$ cat src/rtl/vfu_pkg.sv
package vfu_pkg;

   typedef enum logic [1:0] {
      KIND_LOAD  = 2'd0,
      KIND_STORE = 2'd1,
      KIND_FETCH = 2'd2
   } acc_kind_e;

   typedef enum logic [1:0] {
      SZ_BYTE = 2'd0,
      SZ_HALF = 2'd1,
      SZ_WORD = 2'd2
   } acc_size_e;

   typedef enum logic [2:0] {
      CZ_NONE     = 3'd0,
      CZ_MISALIGN = 3'd1,
      CZ_PRIV     = 3'd2,
      CZ_MISS     = 3'd3,
      CZ_RD       = 3'd4,
      CZ_WR       = 3'd5,
      CZ_EX       = 3'd6
   } cause_e;

endpackage

$ cat src/rtl/vfu_align_chk.sv
module vfu_align_chk
   import vfu_pkg::*;
(
   input  logic [1:0] addr_low,
   input  logic [1:0] size,
   output logic       misaligned
);

   always_comb begin
      unique case (acc_size_e'(size))
         SZ_HALF: misaligned = addr_low[0];
         SZ_WORD: misaligned = |addr_low;
         default: misaligned = 1'b0;
      endcase
   end

endmodule

$ cat src/rtl/vfu_region_dec.sv
module vfu_region_dec #(
   parameter int             VA_W        = 32,
   parameter bit             MMU_EN      = 1'b1,
   parameter logic [VA_W-1:0] USER_TOP    = 32'h8000_0000,
   parameter logic [VA_W-1:0] KERNEL_BASE = 32'hC000_0000
) (
   input  logic [VA_W-1:0] vaddr,
   input  logic            user,
   output logic            bypass,
   output logic            priv_fault
);

   generate
      if (MMU_EN) begin : g_xlat
         assign bypass     = !user && (vaddr >= KERNEL_BASE);
         assign priv_fault =  user && (vaddr >= USER_TOP);
      end else begin : g_flat
         logic unused_in;
         assign unused_in  = ^{vaddr, user};
         assign bypass     = 1'b1;
         assign priv_fault = 1'b0;
      end
   endgenerate

endmodule

$ cat src/rtl/vfu_perm_chk.sv
module vfu_perm_chk
   import vfu_pkg::*;
(
   input  logic [1:0] kind,
   input  logic       may_rd,
   input  logic       may_wr,
   input  logic       may_ex,
   output logic       allowed,
   output cause_e     deny_cause
);

   always_comb begin
      unique case (acc_kind_e'(kind))
         KIND_LOAD:  begin allowed = may_rd; deny_cause = CZ_RD; end
         KIND_STORE: begin allowed = may_wr; deny_cause = CZ_WR; end
         default:    begin allowed = may_ex; deny_cause = CZ_EX; end
      endcase
   end

endmodule

$ cat src/rtl/vfu_top.sv
module vfu_top
   import vfu_pkg::*;
#(
   parameter int              VA_W        = 32,
   parameter int              PG_BITS     = 12,
   parameter int              PN_LSB      = 2,
   parameter bit              MMU_EN      = 1'b1,
   parameter logic [VA_W-1:0] USER_TOP    = 32'h8000_0000,
   parameter logic [VA_W-1:0] KERNEL_BASE = 32'hC000_0000
) (
   input  logic              clk,
   input  logic              rst_n,
   input  logic              acc_valid,
   input  logic [VA_W-1:0]   acc_vaddr,
   input  logic [1:0]        acc_kind,
   input  logic [1:0]        acc_size,
   input  logic              acc_user,
   output logic              lk_req,
   input  logic              lk_hit,
   input  logic [VA_W-PG_BITS-1:0] lk_ppn,
   input  logic              lk_rd,
   input  logic              lk_wr,
   input  logic              lk_ex,
   output logic              res_ok,
   output logic              res_fault,
   output logic [2:0]        res_cause,
   output logic [VA_W-1:0]   res_paddr,
   input  logic              pte_wr_en,
   input  logic [VA_W-1:0]   pte_wr_data,
   output logic [VA_W-1:0]   badaddr_q,
   output logic [VA_W-1:0]   pteaddr_q,
   output logic              tlb_data_q,
   output logic [2:0]        cause_q
);

   localparam int VPN_W   = VA_W - PG_BITS;
   localparam int PTB_LSB = PN_LSB + VPN_W;

   generate
      if (PN_LSB < 1 || PTB_LSB >= VA_W) begin : g_bad_field
         $error("vfu_top: page-number field does not fit the pointer register");
      end
      if (PG_BITS < 2 || PG_BITS >= VA_W) begin : g_bad_page
         $error("vfu_top: page size out of range");
      end
      if (KERNEL_BASE < USER_TOP) begin : g_bad_window
         $error("vfu_top: kernel window must lie inside the privileged range");
      end
   endgenerate

   logic   misaligned, bypass, priv_fault, allowed;
   cause_e deny_cause, cause_c;
   logic   ok_c, req_c;
   logic [VA_W-1:0] paddr_c;

   vfu_align_chk u_align (
      .addr_low   (acc_vaddr[1:0]),
      .size       (acc_size),
      .misaligned (misaligned)
   );

   vfu_region_dec #(
      .VA_W        (VA_W),
      .MMU_EN      (MMU_EN),
      .USER_TOP    (USER_TOP),
      .KERNEL_BASE (KERNEL_BASE)
   ) u_region (
      .vaddr      (acc_vaddr),
      .user       (acc_user),
      .bypass     (bypass),
      .priv_fault (priv_fault)
   );

   vfu_perm_chk u_perm (
      .kind       (acc_kind),
      .may_rd     (lk_rd),
      .may_wr     (lk_wr),
      .may_ex     (lk_ex),
      .allowed    (allowed),
      .deny_cause (deny_cause)
   );

   always_comb begin
      cause_c = CZ_NONE;
      ok_c    = 1'b0;
      req_c   = 1'b0;
      paddr_c = '0;
      if (acc_valid) begin
         if (misaligned) begin
            cause_c = CZ_MISALIGN;
         end else if (bypass) begin
            ok_c    = 1'b1;
            paddr_c = acc_vaddr;
         end else if (priv_fault) begin
            cause_c = CZ_PRIV;
         end else begin
            req_c = 1'b1;
            if (!lk_hit) begin
               cause_c = CZ_MISS;
            end else if (allowed) begin
               ok_c    = 1'b1;
               paddr_c = {lk_ppn, acc_vaddr[PG_BITS-1:0]};
            end else begin
               cause_c = deny_cause;
            end
         end
      end
   end

   logic fault_c, xlat_fault_c;
   assign fault_c      = (cause_c != CZ_NONE);
   assign xlat_fault_c = (cause_c == CZ_MISS) || (cause_c == CZ_RD) ||
                         (cause_c == CZ_WR)   || (cause_c == CZ_EX);

   assign lk_req    = req_c;
   assign res_ok    = ok_c;
   assign res_fault = fault_c;
   assign res_cause = cause_c;
   assign res_paddr = paddr_c;

   logic [VA_W-1:0] pte_fault_val;
   always_comb begin
      pte_fault_val                    = pteaddr_q;
      pte_fault_val[PN_LSB +: VPN_W]   = acc_vaddr[VA_W-1 -: VPN_W];
      pte_fault_val[PN_LSB-1:0]        = '0;
   end

   always_ff @(posedge clk or negedge rst_n) begin
      if (!rst_n) begin
         badaddr_q  <= '0;
         pteaddr_q  <= '0;
         tlb_data_q <= 1'b0;
         cause_q    <= '0;
      end else begin
         if (fault_c) begin
            badaddr_q <= acc_vaddr;
            cause_q   <= cause_c;
         end
         if (xlat_fault_c) begin
            tlb_data_q <= (acc_kind_e'(acc_kind) != KIND_FETCH);
            pteaddr_q  <= pte_fault_val;
         end else if (pte_wr_en) begin
            pteaddr_q  <= pte_wr_data;
         end
      end
   end

endmodule

$ cat config.mk
export PLATFORM = sky130hd
export DESIGN_NAME = vfu_top
export DESIGN_NICKNAME = d
export VERILOG_FILES = /design/src/rtl/vfu_pkg.sv /design/src/rtl/vfu_align_chk.sv /design/src/rtl/vfu_region_dec.sv /design/src/rtl/vfu_perm_chk.sv /design/src/rtl/vfu_top.sv
export SDC_FILE = /design/constraint.sdc
export NUM_CORES = 1
export LEC_CHECK = 0
export BUFFER_PORTS_ARGS = -buffer_cell sky130_fd_sc_hd__buf_2
export CORE_MARGIN = 4
export CORE_UTILIZATION = 25
export CTS_BUF_LIST = sky130_fd_sc_hd__clkbuf_2 sky130_fd_sc_hd__clkbuf_4 sky130_fd_sc_hd__clkbuf_8
export CTS_CLUSTER_DIAMETER = 80
export DETAILED_ROUTE_END_ITERATION = 12
export SKIP_LAST_GASP = 1
export SLEW_MARGIN = 0
export SYNTH_ARGS = -nofsm -noshare
export SYNTH_HDL_FRONTEND = slang
export SYNTH_SLANG_ARGS = --single-unit
export TNS_END_PERCENT = 50
$ cat constraint.sdc
create_clock -name clk -period 2.07 [get_ports clk]
set_clock_uncertainty 0.1 [all_clocks]
set_input_delay 0.207 -clock clk [delete_from_list [all_inputs] [get_ports clk]]
set_output_delay 0.207 -clock clk [all_outputs]
set_load 0.05 [all_outputs]
# Word-level counts from Yosys, hierarchy flattened
# Index checks and enable logic that the tools add are counted.
[totals]
rom_bits = 0
inputBits = 97
mem_bits_rw = 0
elab_cells = 54
latch_bits = 0
ff_bits = 68
n_memories = 0
out_inout_bits = 106
[classes]
muxes = 27
n_mul = 0
n_shift = 0
reduce_logical = 11
order_cmp = 2
bitwise = 1
addsub = 0
eq_ne = 8
n_div = 0
[op_table]
columns = ["cell", "count"]
rows = [
  ["two-way mux 32 bit", 6],
  ["greater-or-equal comparator 32 bit (second input constant)", 2],
  ["two-way mux 22 bit", 2],
  ["two-way mux 3 bit", 6],
  ["two-way mux 1 bit", 10],
  ["equality test 3 bit (second input constant)", 3],
  ["equality test 2 x 1 -> 1 bit (second input constant)", 2],
  ["one-hot mux 1 bit (2 select lines)", 2],
  ["one-hot mux 2 bit (2 select lines)", 1],
  ["equality test 3 x 2 -> 1 bit (second input constant)", 1],
  ["logical OR 1 bit", 3],
  ["nonzero test 3 bit", 1],
  ["equality test 2 bit (second input constant)", 1],
  ["logical AND 1 bit", 2],
  ["zero test 2 bit", 1],
  ["!= test 2 bit (second input constant)", 1],
  ["AND reduction 2 bit", 1],
  ["nonzero test 2 bit", 1],
  ["OR reduction 2 bit", 1],
  ["zero test 1 bit", 1],
  ["inverter 1 bit", 1],
]

# Depth between registers and ports, before layout
# Gate-level depths: netlist (run 1).
[depth]
word_depth = 14
depth_mapped = 8
mapped_depth_nobuf = 7

# By module
# Synthesis (run 1) repeated with hierarchy kept, for this count alone.
[hier_totals]
hier_cells = 269
hier_area_um2 = 3479.6
[by_module_without_submodules]
columns = ["module", "area_each_um2", "n_inst", "cells_per_inst"]
rows = [
  ["vfu_top", 3377.0, 1, 253],
  ["vfu_align_chk", 46.3, 1, 7],
  ["vfu_perm_chk", 40.0, 1, 7],
  ["vfu_region_dec", 16.3, 1, 2],
]

# Worst setup path before layout (run 1)
# No wires, ideal clock.
[synth_path]
path_type = "input-to-output"
startpoint = "in acc_size[0]"
endpoint = "out res_paddr[0]"
path_stages = 7
arrival_ns = 2.162
path_slack_ns = -0.399
path_cell_list = "inv_1 > ha_1 > nand2b_1 > o221ai_2 > a21oi_1 > clkbuf_1 > and2_1"
[synth_via]
elab_chain_len = 4
[synth_lines]
columns = ["item", "line_no", "text"]
rows = [
  ["start, declared", "vfu_top.sv:16", "input logic [1:0] acc_size,"],
  ["equality test 2 bit / equality test 2 x 1 -> 1 bit (equally long branches)", "vfu_align_chk.sv:10", "unique case (acc_size_e'(size))"],
  ["one-hot mux 1 bit (2 select lines) (*)", "vfu_align_chk.sv:10", ""],
  ["two-way mux 32 bit (*)", "vfu_top.sv:89", "if (misaligned) begin"],
  ["two-way mux 32 bit (*)", "vfu_top.sv:88", "if (acc_valid) begin"],
  ["end, declared", "vfu_top.sv:27", "output logic [VA_W-1:0] res_paddr,"],
]
# Every way passes the cells marked *; elsewhere a longest branch is shown, timed or not.

# Worst setup path in the final report (run 1)
[layout_path]
startpoint = "in acc_size[0]"
endpoint = "reg badaddr_q[7]"
[layout_via]
elab_chain_len = 5
[layout_lines]
columns = ["item", "line_no", "text"]
rows = [
  ["equality test 2 bit / equality test 2 x 1 -> 1 bit (equally long branches)", "vfu_align_chk.sv:10", ""],
  ["one-hot mux 1 bit (2 select lines) (*)", "vfu_align_chk.sv:10", ""],
  ["two-way mux 3 bit (*)", "vfu_top.sv:89", ""],
  ["two-way mux 3 bit (*)", "vfu_top.sv:88", ""],
  ["nonzero test 3 bit (*)", "vfu_top.sv:111", "assign fault_c = (cause_c != CZ_NONE);"],
  ["end signal, assigned", "vfu_top.sv:136", "badaddr_q <= acc_vaddr;"],
  ["end, declared", "vfu_top.sv:30", "output logic [VA_W-1:0] badaddr_q,"],
]
# Marks and branches as above.
# A chain may end at the register's enable or synchronous reset.

==> impl_metrics.env, run 1 <==
export IMPL_top_layer="met4"
export IMPL_diodes=0
export IMPL_hold_slack_ns=0.03620
export IMPL_yosys_warnings=0
export IMPL_relSlewSlack_pct=40.97
export IMPL_crit_fanout=17
export IMPL_die_area_um2=16510
export IMPL_drcViolationCount=0
export IMPL_finalCritPeriodShare_pct=98.24
export IMPL_fin_crit_ns=2.034
export IMPL_ir_worst_vdd_v=0.0004889
export IMPL_status="finished clean"
export IMPL_power_leakage_nw=2.786
export IMPL_num_vias=3533
export IMPL_hp_class="input port to flop"
export IMPL_cts_root_buf="clkbuf_8"
export IMPL_grt_max_degree=69
export IMPL_gp_congestion=0.7762
export IMPL_hpwl_um=8371
export IMPL_tightest_slew_ns=0.8855
export IMPL_dp_cells=705
export IMPL_dr_pass1_iters=4
export IMPL_synth_flop_cell="dfrtp_1"
export IMPL_die_w_um=128.5
export IMPL_grt_pass1_wl_um=18900
export IMPL_critical_path_class="input port to flop"
export IMPL_power_density_nw_per_um2=816.9
export IMPL_synth_cell_area_um2=3628
export IMPL_routedWlPerCell_um=16.21
export IMPL_slew_viol_final=0
export IMPL_clock_path_buffers=2
export IMPL_async_reset_ff_share_pct=100.0
export IMPL_setup_viol=0
export IMPL_port_buffers=202
export IMPL_layout_nets=673
export IMPL_crit_path_start_kind="input port"
export IMPL_first_iter_violations=97
export IMPL_row_count=43
export IMPL_cts_tree="built"
export IMPL_num_io_pins=203
export IMPL_clk_pin_slew_ns=0.07
export IMPL_synth_cells=322
export IMPL_fill_cells=1387
export IMPL_finish_utilization_pct=41.33
export IMPL_drive_above_1_share_pct=59.59
export IMPL_seq_area_um2=1702
export IMPL_syn_nets=421
export IMPL_worstSetupEndpointType="flop"
export IMPL_stdcell_count=759
export IMPL_fmaxAchievable_mhz=491.7
export IMPL_initial_core_util_pct=25.84
export IMPL_numClockSinks=68
export IMPL_dr_wl_met3_um=890
export IMPL_required_ns=2.21
export IMPL_synth_distinct_cells=29
export IMPL_wl_met1_um=4846
export IMPL_cts_buffers_inserted=9
export IMPL_grt_use_total_pct=14.72
export IMPL_avgViaCountPerCell=4.655
export IMPL_clock_latency_ns=0.35
export IMPL_grt_pass1_vias=3612
export IMPL_met2_length_um=6369
export IMPL_seq_area_frac_synth_pct=46.90
export IMPL_syn_avg_cell_area_um2=11.27
export IMPL_critPathArrivalTime_ns=2.17
export IMPL_final_antenna_net_count=0
export IMPL_gr_total_overflow=0
export IMPL_totalWireLength_um=12300
export IMPL_hold_violations=0
export IMPL_synth_seq_cells=68
export IMPL_fp_dieH_um=128.5
export IMPL_drv_cap=0
export IMPL_antenna_found_initial=0
export IMPL_h_tree_depth=3
export IMPL_syn_to_final_growth_pct=59.97
export IMPL_rsz0062_at_grt="yes"
export IMPL_synth_edf_count=0
export IMPL_core_area_um2=14040
export IMPL_multiInputGateArea_um2=1846
## cells in the final DEF (no fill, tap or decap), types with 7 or more instances in the layout
cell / count
buf_2: 173
nand3_1: 10
clkbuf_8: 10
dfrtp_1: 68
and2_1: 16
inv_1: 16
a22oi_1: 15
mux2_1: 7
buf_4: 35
nor2_1: 31
mux2_2: 69
and2_2: 7
a221oi_1: 10
o311ai_0: 10
buf_6: 19
dlygate4sd3_1: 27
## repair_timing
action	CTS	global route
pin swaps	3	5
hold buffers	27	0
endpoints found under the hold margin	107	0
resized for setup	21	60
buffers inserted	7	2
setup endpoints to repair	36	51
cloned	2	0
## metal layers
layer,global-route usage (%),vias up
li1,-,1666
met4,4.432,0
met2,26.45,130
met5,0,-
met3,4.649,13
met1,16.64,1724
## layout make-up
| class | count | share of cell area (%) |
|---|---|---|
| Sequential cell | 68 | 29.32 |
| Tap cell | 180 | 3.880 |
| Multi-Input combinational cell | 216 | 31.80 |
| Clock inverter | 6 | 1.099 |
| Inverter | 16 | 1.035 |
| Timing Repair Buffer | 263 | 30.50 |
| Clock buffer | 10 | 2.371 |
## state kept, by name, indices dropped and copies added (netlist names)
name,flops
badaddr_q,32
cause_q,3
pteaddr_q,32
tlb_data_q,1
## path summary, 6_finish.rpt
kind / start / slack, ns / endpoint / cells past startpoint
min in group asynchronous: rst_n / 0.44 / pteaddr_q[1] / 2
max in group asynchronous: rst_n / 0.87 / pteaddr_q[28] / 2
setup reg to reg: pteaddr_q[20] / 0.92 / pteaddr_q[20] / 2
hold reg to reg: cause_q[2] / 0.37 / cause_q[2] / 1
hold / removal: acc_vaddr[15] / 0.04 / badaddr_q[15] / 2
setup / recovery: acc_size[0] / 0.04 / badaddr_q[7] / 10
## Yosys cell counts, types with 3 or more instances
library cell / instances / area, um2
nand3_1: 10 / 50.05
clkbuf_1: 14 / 52.55
buf_2: 5 / 25.02
nor2_1: 34 / 127.6
mux2_1: 7 / 78.83
nand2_1: 5 / 18.77
inv_1: 16 / 60.06
nand2b_1: 3 / 18.77
and2_1: 25 / 156.4
dfrtp_1: 68 / 1702
a21o_1: 4 / 30.03
o311ai_0: 10 / 87.58
a22oi_1: 18 / 135.1
mux2_2: 69 / 777.0
o21a_1: 4 / 30.03
a221oi_1: 10 / 87.58
buf_6: 3 / 33.78
o21ai_0: 3 / 15.01
## stage by stage
step / worst slack, ns / power [mW] / instance area, um2 / setup TNS, ns
4_1_cts: -0.05378 / 4.789 / 5628 / -0.3361
3_3_place_gp: -0.2191 / 3.496 / 4982 / -12.48
6_report: 0.03641 / 4.742 / 5804 / 0
5_1_grt: -0.03390 / 4.995 / 5804 / -0.7884
2_1_floorplan: -0.1225 / 2.976 / 3643 / -1.546
3_5_place_dp: -0.2931 / 3.532 / 4982 / -16.10
## logic make-up (layout without fill, tap and decap cells)
logic type	Yosys count	count (layout)	share of synthesized area [%]
AO/OA/AOI/OAI	60	60	13.52
adder cells (fa/ha/maj)	2	2	0.6895
buffers and inverters	38	295	4.724
flip-flops	68	68	46.90
multiplexers	76	76	23.59
AND/OR/NAND/NOR	78	78	10.59
## critical path: stages
cell,delay (ns)
buf_2,0.09
inv_1,0.04
ha_1,0.28
buf_4,0.13
o22ai_1,0.10
a21o_1,0.21
o31ai_4,0.30
buf_4,0.16
bufbuf_16,0.30
mux2_2,0.34
## where the power goes
group / internal [mW] / switching [mW] / leakage (nW)
Combinational: 0.647 / 1.33 / 1.89
Sequential: 1.53 / 0.110 / 0.795
Clock: 0.586 / 0.530 / 0.0983
Total: 2.77 / 1.97 / 2.79
(Power assumes the default switching activity.)
==> inputs of run 2 (changes only) <==
--- a/config.mk
+++ b/config.mk
@@ -5,6 +5,7 @@
 export SDC_FILE = /design/constraint.sdc
 export NUM_CORES = 1
 export LEC_CHECK = 0
+export ABC_AREA = 1
 export BUFFER_PORTS_ARGS = -buffer_cell sky130_fd_sc_hd__buf_2
 export CORE_MARGIN = 4
 export CORE_UTILIZATION = 25
==> run 2 against run 1 <==
Against the previous run:
- register-to-register slack better by 0.35 ns
- clock-buffer cell count up 4
- die area is 3.5% lower
- critical path type is now input port to primary output
- non-clock buffer count decreased by 10
- clock power increased by 7%
- sequential power up 2%
- maximum frequency up 5.7%
- synthesized cell count increased by 42%
- largest power group unchanged
- design area shrank 8.7%
- global-route usage up 1.6 points
- wire length rose by 6.1%
==> impl_metrics.env, run 2 <==
export IMPL_ctsResizeCount=0
export IMPL_stdcell_count=869
export IMPL_hp_start="acc_vaddr[0]"
export IMPL_hold_slack_ns=0.01935
export IMPL_syn_to_final_growth_pct=51.72
export IMPL_syn_nets=555
export IMPL_grt_use_total_pct=16.28
export IMPL_synth_edf_count=0
export IMPL_status="finished clean"
export IMPL_final_cell_mix="buf_2, nand2_1, dfrtp_1"
export IMPL_cp_num_buf_inv=6
export IMPL_die_area_um2=15930
export IMPL_yosys_warnings=0
export IMPL_netSwitchingPower_mw=2.127
export IMPL_core_area_um2=13450
export IMPL_hpwl_um=9735
export IMPL_synth_top_cell_by_area="dfrtp_1"
export IMPL_drcViolationCount=0
export IMPL_rsz0062_at_grt="no"
export IMPL_swShare_pct=43.85
export IMPL_num_io_pins=203
export IMPL_worstSetupEndpointType="primary output"
export IMPL_clock_latency_ns=0.35
export IMPL_row_count=42
export IMPL_power_density_nw_per_um2=915.1
export IMPL_antenna_found_initial=0
export IMPL_intPower_mw=2.723
export IMPL_top_regs="badaddr_q: 32 flops, pteaddr_q: 32 flops, cause_q: 3 flops"
export IMPL_synth_cells=456
export IMPL_required_ns=1.76
export IMPL_seq_area_frac_synth_pct=48.71
export IMPL_slew_viol_final=0
export IMPL_async_reset_ff_share_pct=100.0
export IMPL_totalWireLength_um=13050
export IMPL_critical_path_class="input port to primary output"
export IMPL_critical_path_max_stage_delay_ns=0.27
export IMPL_p_clk_share_pct=24.6
export IMPL_cts_hold_fix_buffers=32
export IMPL_final_antenna_net_count=0
export IMPL_relSlewSlack_pct=54.39
export IMPL_synth_area_top_cells="dfrtp_1, nand2_1, nand4_1"
export IMPL_synth_top_cell_area_share_pct=48.71
export IMPL_final_common_cell="buf_2"
export IMPL_grt_max_degree=57
export IMPL_h_tree_depth=3
export IMPL_syn_avg_cell_area_um2=7.661
export IMPL_synth_distinct_cells=20
export IMPL_fp_dieH_um=126.2
export IMPL_gp_congestion=0.8474
export IMPL_dr_pass1_iters=4
export IMPL_ys_top_cells_by_count="nand2_1, dfrtp_1, inv_1, nand3_1, nand4_1"
export IMPL_worstRegToRegCells=2
export IMPL_synth_cell_area_um2=3493
export IMPL_cts_tree="built"
export IMPL_whs_path_depth=3
export IMPL_avgViaCountPerCell=4.481
export IMPL_port_buffers=202
export IMPL_setup_viol=0
export IMPL_fmaxAchievable_mhz=519.5
export IMPL_gr_total_overflow=0
export IMPL_cp_startpoint="acc_size[0]"
export IMPL_cts_root_buf="clkbuf_8"
export IMPL_num_vias=3894
export IMPL_synth_flop_cell="dfrtp_1"
export IMPL_crit_top_cell="inv_1"
export IMPL_numClockSinks=68
export IMPL_die_w_um=126.2
export IMPL_finalCritPeriodShare_pct=92.99
export IMPL_crit_fanout=13
export IMPL_critPathArrivalTime_ns=1.62
export IMPL_pwr_share_comb_pct=40.7
export IMPL_crit_path_start_kind="input port"
export IMPL_multiInputGateArea_um2=1385
export IMPL_clock_path_buffers=2
export IMPL_fin_crit_ns=1.925
export IMPL_initial_core_util_pct=25.97
export IMPL_power_total_mw=4.850
export IMPL_seq_area_um2=1702
export IMPL_diodes=0
export IMPL_cts_buffers_inserted=9
export IMPL_post_cts_buffers=0
export IMPL_grt_pass1_wl_um=20700
export IMPL_hold_violations=0
export IMPL_synth_seq_cells=68
export IMPL_hp_class="input port to flop"
export IMPL_first_iter_violations=246
export IMPL_path_depth=11
export IMPL_cp_slowest_cell="ha_1"
export IMPL_layout_nets=788
export IMPL_crit_chain="buf_2, inv_1, ha_1, inv_1, nand3_2, nand2_1, inv_1, o21ai_1, buf_12, nor2_1, buf_2"
export IMPL_drv_cap=0
export IMPL_grt_pass1_vias=3809
export IMPL_critPathTopFamily="buffers and inverters"
export IMPL_clk_pin_slew_ns=0.08
export IMPL_dp_cells=822
export IMPL_yosys_cell_count_top_type="nand2_1"
export IMPL_ir_worst_vdd_v=0.0003554
export IMPL_drive_above_1_share_pct=35.93
export IMPL_seq_power_share_pct=34.6
export IMPL_fill_cells=1429
export IMPL_routedWlPerCell_um=15.01
export IMPL_power_leakage_nw=2.980
export IMPL_tightest_slew_ns=0.6834
export IMPL_rr_startpoint="pteaddr_q[17]"
## run 2: cells by family (layout without fill, tap and decap cells)
| kind of cell | after synthesis | in the layout | synth area share (%) |
|---|---|---|---|
| simple gates | 235 | 235 | 30.84 |
| flops | 68 | 68 | 48.71 |
| compound gates | 55 | 55 | 7.880 |
| buf+inv | 96 | 333 | 11.86 |
| fa+ha+maj | 2 | 2 | 0.7162 |
## run 2: layer usage
metal / track usage (%) / up-vias / wire length [um]
li1: - / 1935 / -
met1: 21.72 / 1786 / 5878
met2: 25.85 / 155 / 6093
met3: 3.853 / 18 / 862
met4: 5.804 / 0 / 213
met5: 0 / - / 0
## run 2: path summary, 6_finish.rpt
check / endpoint / slack (ns)
min: badaddr_q[0] / 0.02
max reg2reg: pteaddr_q[17] / 1.27
min reg2reg: pteaddr_q[23] / 0.38
max in group asynchronous: badaddr_q[18] / 1.05
max: res_paddr[4] / 0.15
min in group asynchronous: pteaddr_q[17] / 0.25
## run 2: power by group through the flow
stage,logic (mW),registers (mW),clock network (mW)
finish,1.98,1.68,1.20
global route,2.12,1.71,1.29
CTS,1.99,1.68,1.24
detailed placement,1.94,1.70,0
global placement,1.93,1.70,0
floorplan,0.555,2.51,0
## run 2: layout make-up
| class | count | area share, % |
|---|---|---|
| Clock inverter | 1 | 0.5666 |
| Clock buffer | 14 | 3.399 |
| Sequential cell | 68 | 32.11 |
| Timing Repair Buffer | 253 | 29.04 |
| Inverter | 65 | 4.603 |
| Multi-Input combinational cell | 292 | 26.13 |
| Tap cell | 176 | 4.155 |
## run 2: metrics by stage
stage / setup TNS (ns) / cell area [um2] / setup slack (ns) / util [%]
after floorplan: -0.8919 / 3501 / -0.07291 / -
after global placement: 0 / 4770 / 0.1852 / 35.45
after detailed placement: 0 / 4770 / 0.1303 / 35.45
after CTS: 0 / 5300 / 0.1573 / 39.40
after global routing: 0 / 5300 / 0.004113 / 39.40
final: 0 / 5300 / 0.1452 / 39.40
## run 2: worst reg2reg max path: cells and delay by family (launching register included)
family / cells / cell delay (ns)
DFF: 1 / 0.40
and+or+nand+nor: 2 / 0.19
